### src/rtl/ctl_i2c_pkg.sv
package ctl_i2c_pkg;

  localparam int CFG_REGS = 4;
  localparam int CFG_W    = 8;

  typedef enum logic [1:0] {LNK_IDLE, LNK_RX, LNK_ACK, LNK_SKIP} lnk_state_t;
  typedef enum logic [1:0] {PH_ADDR, PH_SUB, PH_DATA} lnk_phase_t;

  // power-up contents per register index
  function automatic logic [7:0] cfg_reset_val(input int idx);
    case (idx)
      1:       return 8'h04;
      2:       return 8'h10;
      default: return 8'h00;
    endcase
  endfunction

  // bits that hold state; the rest read as zero
  function automatic logic [7:0] cfg_keep_mask(input int idx);
    case (idx)
      0:       return 8'hEF;
      2:       return 8'h1F;
      default: return 8'hFF;
    endcase
  endfunction

endpackage

### src/rtl/ctl_i2c_sync.sv
module ctl_i2c_sync #(
  parameter int W      = 2,
  parameter int STAGES = 2
) (
  input  logic         clk,
  input  logic         rst,
  input  logic [W-1:0] d,
  output logic [W-1:0] q
);

  logic [W-1:0] pipe [STAGES];

  always_ff @(posedge clk) begin
    if (rst) begin
      for (int s = 0; s < STAGES; s++) pipe[s] <= '1;
    end else begin
      pipe[0] <= d;
      for (int s = 1; s < STAGES; s++) pipe[s] <= pipe[s-1];
    end
  end

  assign q = pipe[STAGES-1];

endmodule

### src/rtl/ctl_i2c_cond.sv
module ctl_i2c_cond (
  input  logic clk,
  input  logic rst,
  input  logic scl_s,
  input  logic sda_s,
  output logic start_p,
  output logic stop_p,
  output logic rise_p,
  output logic fall_p,
  output logic sda_bit
);

  logic scl_q, sda_q;

  always_ff @(posedge clk) begin
    if (rst) begin
      scl_q   <= 1'b1;
      sda_q   <= 1'b1;
      start_p <= 1'b0;
      stop_p  <= 1'b0;
      rise_p  <= 1'b0;
      fall_p  <= 1'b0;
      sda_bit <= 1'b1;
    end else begin
      scl_q   <= scl_s;
      sda_q   <= sda_s;
      // SDA edges while SCL stays high mark bus conditions
      start_p <= scl_s & scl_q & sda_q & ~sda_s;
      stop_p  <= scl_s & scl_q & ~sda_q & sda_s;
      rise_p  <= scl_s & ~scl_q;
      fall_p  <= ~scl_s & scl_q;
      sda_bit <= sda_s;
    end
  end

endmodule

### src/rtl/ctl_i2c_link.sv
module ctl_i2c_link
  import ctl_i2c_pkg::*;
#(
  parameter int         DW       = 8,
  parameter int         NREG     = 4,
  parameter int         PW       = 3,
  parameter logic [6:0] DEV_ADDR = 7'b0010101
) (
  input  logic          clk,
  input  logic          rst,
  input  logic          start_p,
  input  logic          stop_p,
  input  logic          rise_p,
  input  logic          fall_p,
  input  logic          sda_bit,
  output logic          sda_oe,
  output logic          wr_en,
  output logic [PW-1:0] wr_idx,
  output logic [DW-1:0] wr_data
);

  localparam logic [PW-1:0] LAST_IDX = PW'(NREG - 1);
  localparam logic [DW-1:0] LAST_SUB = DW'(NREG - 1);
  localparam logic [3:0]    BYTE_END = 4'(DW);

  lnk_state_t    state;
  lnk_phase_t    phase;
  logic [DW-1:0] shreg;
  logic [3:0]    bitcnt;
  logic [PW-1:0] ptr;
  logic          accept;

  // decision on the byte just shifted in
  always_comb begin
    case (phase)
      PH_ADDR: accept = (shreg == {DEV_ADDR, 1'b0});
      PH_SUB:  accept = (shreg <= LAST_SUB);
      default: accept = (ptr <= LAST_IDX);
    endcase
  end

  always_ff @(posedge clk) begin
    if (rst) begin
      state   <= LNK_IDLE;
      phase   <= PH_ADDR;
      shreg   <= '0;
      bitcnt  <= '0;
      ptr     <= '0;
      sda_oe  <= 1'b0;
      wr_en   <= 1'b0;
      wr_idx  <= '0;
      wr_data <= '0;
    end else begin
      wr_en <= 1'b0;
      if (start_p) begin
        state  <= LNK_RX;
        phase  <= PH_ADDR;
        bitcnt <= '0;
        sda_oe <= 1'b0;
      end else if (stop_p) begin
        state  <= LNK_IDLE;
        sda_oe <= 1'b0;
      end else begin
        case (state)
          LNK_RX: begin
            if (rise_p && bitcnt < BYTE_END) begin
              shreg  <= {shreg[DW-2:0], sda_bit};
              bitcnt <= bitcnt + 4'd1;
            end else if (fall_p && bitcnt == BYTE_END) begin
              if (accept) begin
                sda_oe <= 1'b1;
                state  <= LNK_ACK;
                if (phase == PH_SUB) ptr <= shreg[PW-1:0];
                if (phase == PH_DATA) begin
                  wr_en   <= 1'b1;
                  wr_idx  <= ptr;
                  wr_data <= shreg;
                  ptr     <= ptr + 1'b1;
                end
              end else begin
                state <= LNK_SKIP;
              end
            end
          end
          LNK_ACK: begin
            if (fall_p) begin
              sda_oe <= 1'b0;
              state  <= LNK_RX;
              bitcnt <= '0;
              phase  <= (phase == PH_ADDR) ? PH_SUB : PH_DATA;
            end
          end
          default: ;
        endcase
      end
    end
  end

endmodule

### src/rtl/ctl_i2c_regs.sv
module ctl_i2c_regs
  import ctl_i2c_pkg::*;
#(
  parameter int NREG   = 4,
  parameter int DW     = 8,
  parameter int PW     = 3,
  parameter int MODE_W = 2
) (
  input  logic             clk,
  input  logic             rst,
  input  logic             wr_en,
  input  logic [PW-1:0]    wr_idx,
  input  logic [DW-1:0]    wr_data,
  input  logic             vsync,
  input  logic             dreq,
  output logic [NREG*DW-1:0] cfg_flat
);

  for (genvar g = 0; g < NREG; g++) begin : g_reg
    localparam logic [DW-1:0] RV = DW'(cfg_reset_val(g));
    localparam logic [DW-1:0] KM = DW'(cfg_keep_mask(g));
    logic [DW-1:0] r;

    always_ff @(posedge clk) begin
      if (rst)                                r <= RV;
      else if (wr_en && wr_idx == PW'(g))     r <= wr_data & KM;
    end

    if (g == 0) begin : g_mode
      // mode field: r holds the shadow, act drives the datapath
      logic [MODE_W-1:0] act;
      always_ff @(posedge clk) begin
        if (rst)                act <= RV[DW-1 -: MODE_W];
        else if (vsync && dreq) act <= r[DW-1 -: MODE_W];
      end
      assign cfg_flat[DW-1:0] = {act, r[DW-MODE_W-1:0]};
    end else begin : g_plain
      assign cfg_flat[g*DW +: DW] = r;
    end
  end

endmodule

### src/rtl/ctl_reg_i2c_slave.sv
module ctl_reg_i2c_slave
  import ctl_i2c_pkg::*;
#(
  parameter int         SYNC_STAGES = 2,
  parameter logic [6:0] DEV_ADDR    = 7'b0010101
) (
  input  logic       clk,
  input  logic       rst,
  input  logic       scl_i,
  input  logic       sda_i,
  input  logic       vsync_i,
  input  logic       dreq_i,
  output logic       sda_oe_o,
  output logic [7:0] cfg0_o,
  output logic [7:0] cfg1_o,
  output logic [7:0] cfg2_o,
  output logic [7:0] cfg3_o
);

  localparam int NREG   = CFG_REGS;
  localparam int DW     = CFG_W;
  localparam int PW     = $clog2(NREG) + 1;
  localparam int MODE_W = 2;

  logic [1:0]         bus_s;
  logic               start_p, stop_p, rise_p, fall_p, sda_bit;
  logic               wr_en;
  logic [PW-1:0]      wr_idx;
  logic [DW-1:0]      wr_data;
  logic [NREG*DW-1:0] cfg_flat;

  ctl_i2c_sync #(.W(2), .STAGES(SYNC_STAGES)) u_sync (
    .clk (clk),
    .rst (rst),
    .d   ({scl_i, sda_i}),
    .q   (bus_s)
  );

  ctl_i2c_cond u_cond (
    .clk     (clk),
    .rst     (rst),
    .scl_s   (bus_s[1]),
    .sda_s   (bus_s[0]),
    .start_p (start_p),
    .stop_p  (stop_p),
    .rise_p  (rise_p),
    .fall_p  (fall_p),
    .sda_bit (sda_bit)
  );

  ctl_i2c_link #(.DW(DW), .NREG(NREG), .PW(PW), .DEV_ADDR(DEV_ADDR)) u_link (
    .clk     (clk),
    .rst     (rst),
    .start_p (start_p),
    .stop_p  (stop_p),
    .rise_p  (rise_p),
    .fall_p  (fall_p),
    .sda_bit (sda_bit),
    .sda_oe  (sda_oe_o),
    .wr_en   (wr_en),
    .wr_idx  (wr_idx),
    .wr_data (wr_data)
  );

  ctl_i2c_regs #(.NREG(NREG), .DW(DW), .PW(PW), .MODE_W(MODE_W)) u_regs (
    .clk      (clk),
    .rst      (rst),
    .wr_en    (wr_en),
    .wr_idx   (wr_idx),
    .wr_data  (wr_data),
    .vsync    (vsync_i),
    .dreq     (dreq_i),
    .cfg_flat (cfg_flat)
  );

  assign cfg0_o = cfg_flat[0*DW +: DW];
  assign cfg1_o = cfg_flat[1*DW +: DW];
  assign cfg2_o = cfg_flat[2*DW +: DW];
  assign cfg3_o = cfg_flat[3*DW +: DW];

endmodule

### config.mk
export PLATFORM = sky130hd
export DESIGN_NAME = ctl_reg_i2c_slave
export DESIGN_NICKNAME = d
export VERILOG_FILES = /design/src/rtl/ctl_i2c_pkg.sv /design/src/rtl/ctl_i2c_sync.sv /design/src/rtl/ctl_i2c_cond.sv /design/src/rtl/ctl_i2c_link.sv /design/src/rtl/ctl_i2c_regs.sv /design/src/rtl/ctl_reg_i2c_slave.sv
export SDC_FILE = /design/constraint.sdc
export NUM_CORES = 1
export LEC_CHECK = 0
export ABC_AREA = 1
export ABC_CLOCK_PERIOD_IN_PS = 1600
export BUFFER_PORTS_ARGS = -buffer_cell sky130_fd_sc_hd__clkbuf_2
export CORE_MARGIN = 2
export CORE_UTILIZATION = 40
export CTS_CLUSTER_SIZE = 8
export DETAILED_ROUTE_END_ITERATION = 10
export GPL_ROUTABILITY_DRIVEN = 0
export GPL_TIMING_DRIVEN = 0
export PLACE_DENSITY_LB_ADDON = 0.12
export SYNTH_ARGS = -nofsm -noshare
export SYNTH_HDL_FRONTEND = slang
export SYNTH_SLANG_ARGS = --single-unit
### constraint.sdc
create_clock -name clk -period 1.6 [get_ports clk]
set_input_delay 0.32 -clock clk [delete_from_list [all_inputs] [get_ports clk]]
set_output_delay 0.32 -clock clk [all_outputs]
set_load 0.03 [all_outputs]
==> results.yml, run 1 <==
layout:
  n_antenna_cell: 0
  drive_gt1_share_pct: 24.3
  layout_commonest_cell: "dfxtp_1"
  nNetsFinal: 454
  stdcell_count: 543
  final_cell_mix: "65 x dfxtp_1, 57 x nor2_1, 55 x nand2_1"
  finalInstanceArea_um2: 3640
  areaGrowthSynthToFinish_pct: 23.9
status:
  run_status: "completed"
sta:
  finClkSkew_ps: 6.61
  setup_viol: 0
  fmax_ghz: 0.640
  rsz0062_at_grt: "true"
  hold_viol: 0
  fin_crit_sh_pct: 97.7
  slew_violations: 0
  layout_min_cycle_time_ps: 1560
  fin_setup_tns_ps: 0
setup_path:
  max_stage_delay_ps: 360
  crit_top_cell: "nand2_1"
  slowest_stage: "dfxtp_2"
  worstSetupPathType: "reg -> reg"
  start_kind: "flop"
  crit_path_cell_trace: "inv_2, ha_4, or2_4, nor2_4, nand2_4, nand4_1, nand2_1, nand2_1, nor2_1"
  crit_family: "simple AND/OR/NAND/NOR gates"
  cp.buffers_inverters: 1
  crit_path_max_fanout: 6
  required_ps: 1850
  worstPathArrival_ps: 1810
  endpoint_kind: "flop"
clocking:
  cts_tree: "built"
  cts_buffer_depth: 2
  numCtsBuffers: 9
  htreeDepth: 3
  clock-root-buffer: "clkbuf_8"
  clk_latency_ps: 350
  hold_buffers: 0
  cts_num_sinks: 72
  clk_pin_slew_ps: 80
floorplanning:
  io_pins: 39
  core_area_um2: 7180
  rows: 31
  dieArea_um2: 8050
  start_util_pct: 40.9
  die_x_um: 89.7
  die_h_um: 89.7
placed_design:
  postPlaceCellArea_um2: 3240
  hpwl_mm: 4.54
  placed_cells: 521
  port_buffers: 34
grt:
  grt_antenna_before_repair: 0
  grt_max_degree: 14
  grt_pass1_vias: 2219
  grt-ovfl-total: 0
  track_usage_pct: 16.4
  grt_pass1_wl_mm: 10.6
detailed_routing:
  drt_iter0_markers: 85
  drcViolationCount: 0
  num_vias: 2481
  first_pass_iters: 5
  wl_per_cell_um: 11.8
  wl_mm: 6.40
  drt-vias-per-instance: 4.57
  drtAntennaViolNets: 0
yosys:
  avgSynthCellArea_um2: 7.63
  syn_area_um2: 2940
  yosys_warnings: 0
  synth_seq_cells: 72
  ys_seq_area_share_pct: 49.1
  ys_types: 26
  syn_inst: 385
pwr:
  power_uw: 4240
  ir_worst_vdd_uv: 635
  p_leak_uw: 0.00178
  p_per_area_nw_per_um2: 1170
job:
  maxCapViolations: 0
min_path:
  hp-class: "in -> reg"
[registers in the layout, summed over array words and instances, names as in the netlist]
name	count
u_cond.rise_p	1
u_cond.stop_p	1
u_link.ptr	3
u_link.wr_data	8
u_regs.g.g_mode.act	2
u_link.bitcnt	4
u_cond.scl_q	1
u_link.wr_en	1
u_link.state	2
u_cond.sda_bit	1
u_cond.fall_p	1
u_sync.pipe	4
u_link.shreg	8
u_cond.start_p	1
u_link.phase	2
u_regs.g.r	28
u_link.wr_idx	3
u_link.sda_oe	1
[per-layer routing]
layer	wire length, um	GRT usage (%)	vias up
met2	2820	24.7	51
met4	97	6.92	0
met1	3170	22.6	1099
li1	-	-	1321
met5	0	0	-
met3	313	4.02	10
[through the flow]
| stage | setup WS [ps] | hold WS (ps) | util [%] |
|---|---|---|---|
| finish | 37.4 | 148 | 50.7 |
| global route | -100 | 143 | 50.7 |
| CTS | -7.45 | 138 | 49.1 |
| detailed placement | -65.2 | 394 | 45.2 |
| global placement | -40.4 | 391 | 45.2 |
| floorplan | 106 | 389 | - |
[area by class of cell]
| type | instances | area, um^2 |
|---|---|---|
| Inverter | 51 | 191 |
| Buffer | 20 | 126 |
| Fill cell | 723 | 3540 |
| Tap cell | 99 | 124 |
| Multi-Input combinational cell | 244 | 1280 |
| Timing Repair Buffer | 41 | 226 |
| Clock inverter | 6 | 115 |
| Sequential cell | 72 | 1450 |
| Clock buffer | 10 | 128 |
[where the power goes]
part	internal, uW	switching [uW]
clock network	1050	704
registers	1870	61.6
logic	223	332
[worst reg2reg max path: cells and delay by family (launching register included)]
family,cells,cell delay [ps]
flip-flops,1,360
buffers and inverters,1,70
adder cells (fa/ha/maj),1,170
AND/OR/NAND/NOR,7,870
[logic make-up (layout without fill, tap and decap cells)]
family	Yosys count	count (layout)	share of synthesized area [%]
other cells	1	4	0.128
flops	72	72	49.1
simple gates	141	141	20.1
fa+ha+maj	9	9	3.83
buf+inv	72	128	11.1
compound gates	90	90	15.7
[what timing repair did]
action / 4_1_cts / 5_1_grt
setup buffers: 0 / 6
resized for setup: 9 / 28
endpoints found under the setup margin: 17 / 21
hold endpoints to repair: 0 / 0
gates cloned: 1 / 0
pin swaps: 4 / 10
[synth_stat cells (all sizes together)]
cell / instances / area (um^2)
clkinv: 1 / 3.75
a211oi: 1 / 7.51
a21oi: 39 / 195
buf: 18 / 124
conb: 1 / 3.75
a31oi: 1 / 6.26
inv: 50 / 188
nand3: 4 / 20.0
nor2: 63 / 241
ha: 9 / 113
o21a: 1 / 7.51
nor4: 2 / 12.5
dfxtp: 72 / 1440
o21ai: 46 / 230
o211ai: 2 / 15.0
nand4: 6 / 50.0
nand2: 61 / 236
or2: 5 / 31.3
clkbuf: 3 / 11.3
[worst paths after layout]
path	startpoint	end	slack (ps)	depth (start not counted)
setup / recovery	u_link.phase[0]	u_link.ptr[2]	40	9
hold / removal	sda_i	u_sync.pipe[0][0]	150	2
setup reg to reg	u_link.phase[0]	u_link.ptr[2]	40	9
hold reg to reg	u_sync.pipe[0][1]	u_sync.pipe[0][3]	410	1
Power figures use the tool's default switching activity.
==> run 2: changes to the inputs <==
Settings changed: PLACE_DENSITY_LB_ADDON 0.12 to 0.08.
==> run 2 against run 1 <==
Net effect:
- worst hold slack improved by 9.2 ps
- critical path depth unchanged
- fmax up 0.96%
- setup slack improved by 15 ps
- clock skew about the same
- die area unchanged
- power is 8.1% lower
- sequential power about the same
- critical path type unchanged
- critical endpoint is now u_link.ptr[0]
- largest cell class unchanged
- largest power group unchanged
- highest routed layer unchanged
==> results.yml, run 2 (synthesis gave the netlist of run 1 again) <==
grt:
  grt-ovfl-total: 0
  grt_pass1_vias: 2322
  track_usage_pct: 16.5
  grt_max_degree: 13
  grt_antenna_before_repair: 0
  grt_pass1_wl_mm: 10.7
layout:
  layout_commonest_cell: "dfxtp_1"
  finalInstanceArea_um2: 3590
  multiInputGateArea_um2: 1260
  fillers: 731
  largest_register_ff_count: 28
  nNetsFinal: 455
  areaGrowthSynthToFinish_pct: 22.1
  final_util_pct: 50.0
  top_regs: "u_regs.g.r (28), u_link.shreg (8), u_link.wr_data (8)"
  final_cell_mix: "67 x dfxtp_1, 58 x nor2_1, 57 x nand2_1"
  drive_gt1_share_pct: 23.4
  top_register: "u_regs.g.r"
  n_antenna_cell: 0
  regArea_um2: 1450
pwr:
  ir_worst_vdd_uv: 672
  power_uw: 3900
  p_leak_uw: 0.00177
  p_per_area_nw_per_um2: 1090
setup_path:
  crit_family: "simple AND/OR/NAND/NOR gates"
  cp.buffers_inverters: 1
  max_stage_delay_ps: 360
  slowest_stage: "dfxtp_2"
  required_ps: 1830
  worstPathArrival_ps: 1780
  endpoint_kind: "flop"
  start_kind: "flop"
  rrSetupSlack_ps: 50
  worstSetupPathType: "reg -> reg"
  crit_path_cell_trace: "inv_2, ha_4, or2_4, nor2_4, nand2_4, nand4_1, nand2_1, nand2_1, nor2_1"
  crit_top_cell: "nand2_1"
  crit_path_max_fanout: 6
sta:
  setup_viol: 0
  timing.slew.headroom_pct: 65.9
  fin_setup_tns_ps: 0
  slew_violations: 0
  worst_slew_pin_slew_ps: 512
  layout_min_cycle_time_ps: 1550
  setup_ws_ps: 52.4
  fin_crit_sh_pct: 96.7
  rsz0062_at_grt: "true"
  fmax_ghz: 0.646
  hold_viol: 0
  finClkSkew_ps: 6.21
detailed_routing:
  num_vias: 2495
  first_pass_iters: 4
  highest_layer: "met4"
  drt_iter0_markers: 135
  wl_met2_mm: 2.79
  wl_mm: 6.41
  wl_per_cell_um: 11.8
  drcViolationCount: 0
  drt-vias-per-instance: 4.59
  wl_met1_mm: 3.31
  wl_met3_um: 204
  drtAntennaViolNets: 0
clocking:
  clk_latency_ps: 340
  cts_buffer_depth: 2
  htreeDepth: 3
  cts_num_sinks: 72
  numCtsBuffers: 9
  clk_pin_slew_ps: 70
  cts_tree: "built"
  clock-root-buffer: "clkbuf_8"
floorplanning:
  io_pins: 39
  start_util_pct: 40.9
  die_h_um: 89.7
  core_area_um2: 7180
  dieArea_um2: 8050
  die_x_um: 89.7
  rows: 31
status:
  run_status: "completed"
min_path:
  hp-class: "in -> reg"
job:
  maxCapViolations: 0
placed_design:
  hpwl_mm: 4.52
  port_buffers: 34
  postPlaceCellArea_um2: 3240
  pre_cts_slack_ps: -73.9
## run 2: final cells by class
class                      count  share of cell area, %
tap                           99                   3.45
timing repair buffer          41                   6.31
multi-input combinational    244                   35.3
clock buffer                  10                   3.84
buffer                        21                   3.77
inverter                      51                   5.41
sequential                    72                   40.4
clock inverter                 5                   1.60
## run 2: path summary, 6_finish.rpt
check	from	to	cells past startpoint
hold reg to reg	u_sync.pipe[0][0]	u_sync.pipe[0][2]	1
setup reg to reg	u_link.phase[0]	u_link.ptr[0]	9
setup / recovery	u_link.phase[0]	u_link.ptr[0]	9
hold / removal	scl_i	u_sync.pipe[0][1]	2
## run 2: metrics by stage
step / std cells / hold WS (ps)
2_1_floorplan: 388 / 389
3_3_place_gp: 521 / 391
3_5_place_dp: 521 / 393
4_1_cts: 538 / 151
5_1_grt: 543 / 152
6_report: 543 / 157
## run 2: metal layers
layer | vias to the layer above | GRT usage, %
li1 | 1324 | -
met1 | 1124 | 23.3
met2 | 38 | 24.7
met3 | 9 | 3.69
met4 | 0 | 6.54
met5 | - | 0
## run 2: timing repair
item	4_1_cts	5_1_grt
endpoints found under the setup margin	18	22
hold buffers	0	0
gates cloned	1	0
gates resized for setup	13	19
setup buffers	1	5
pin swaps	6	12
## run 2: report_power, final
group          internal [uW]  leakage, uW  switching, uW
clock network            754     0.000102            676
registers               1870     0.000585           52.0
logic                    212      0.00108            330
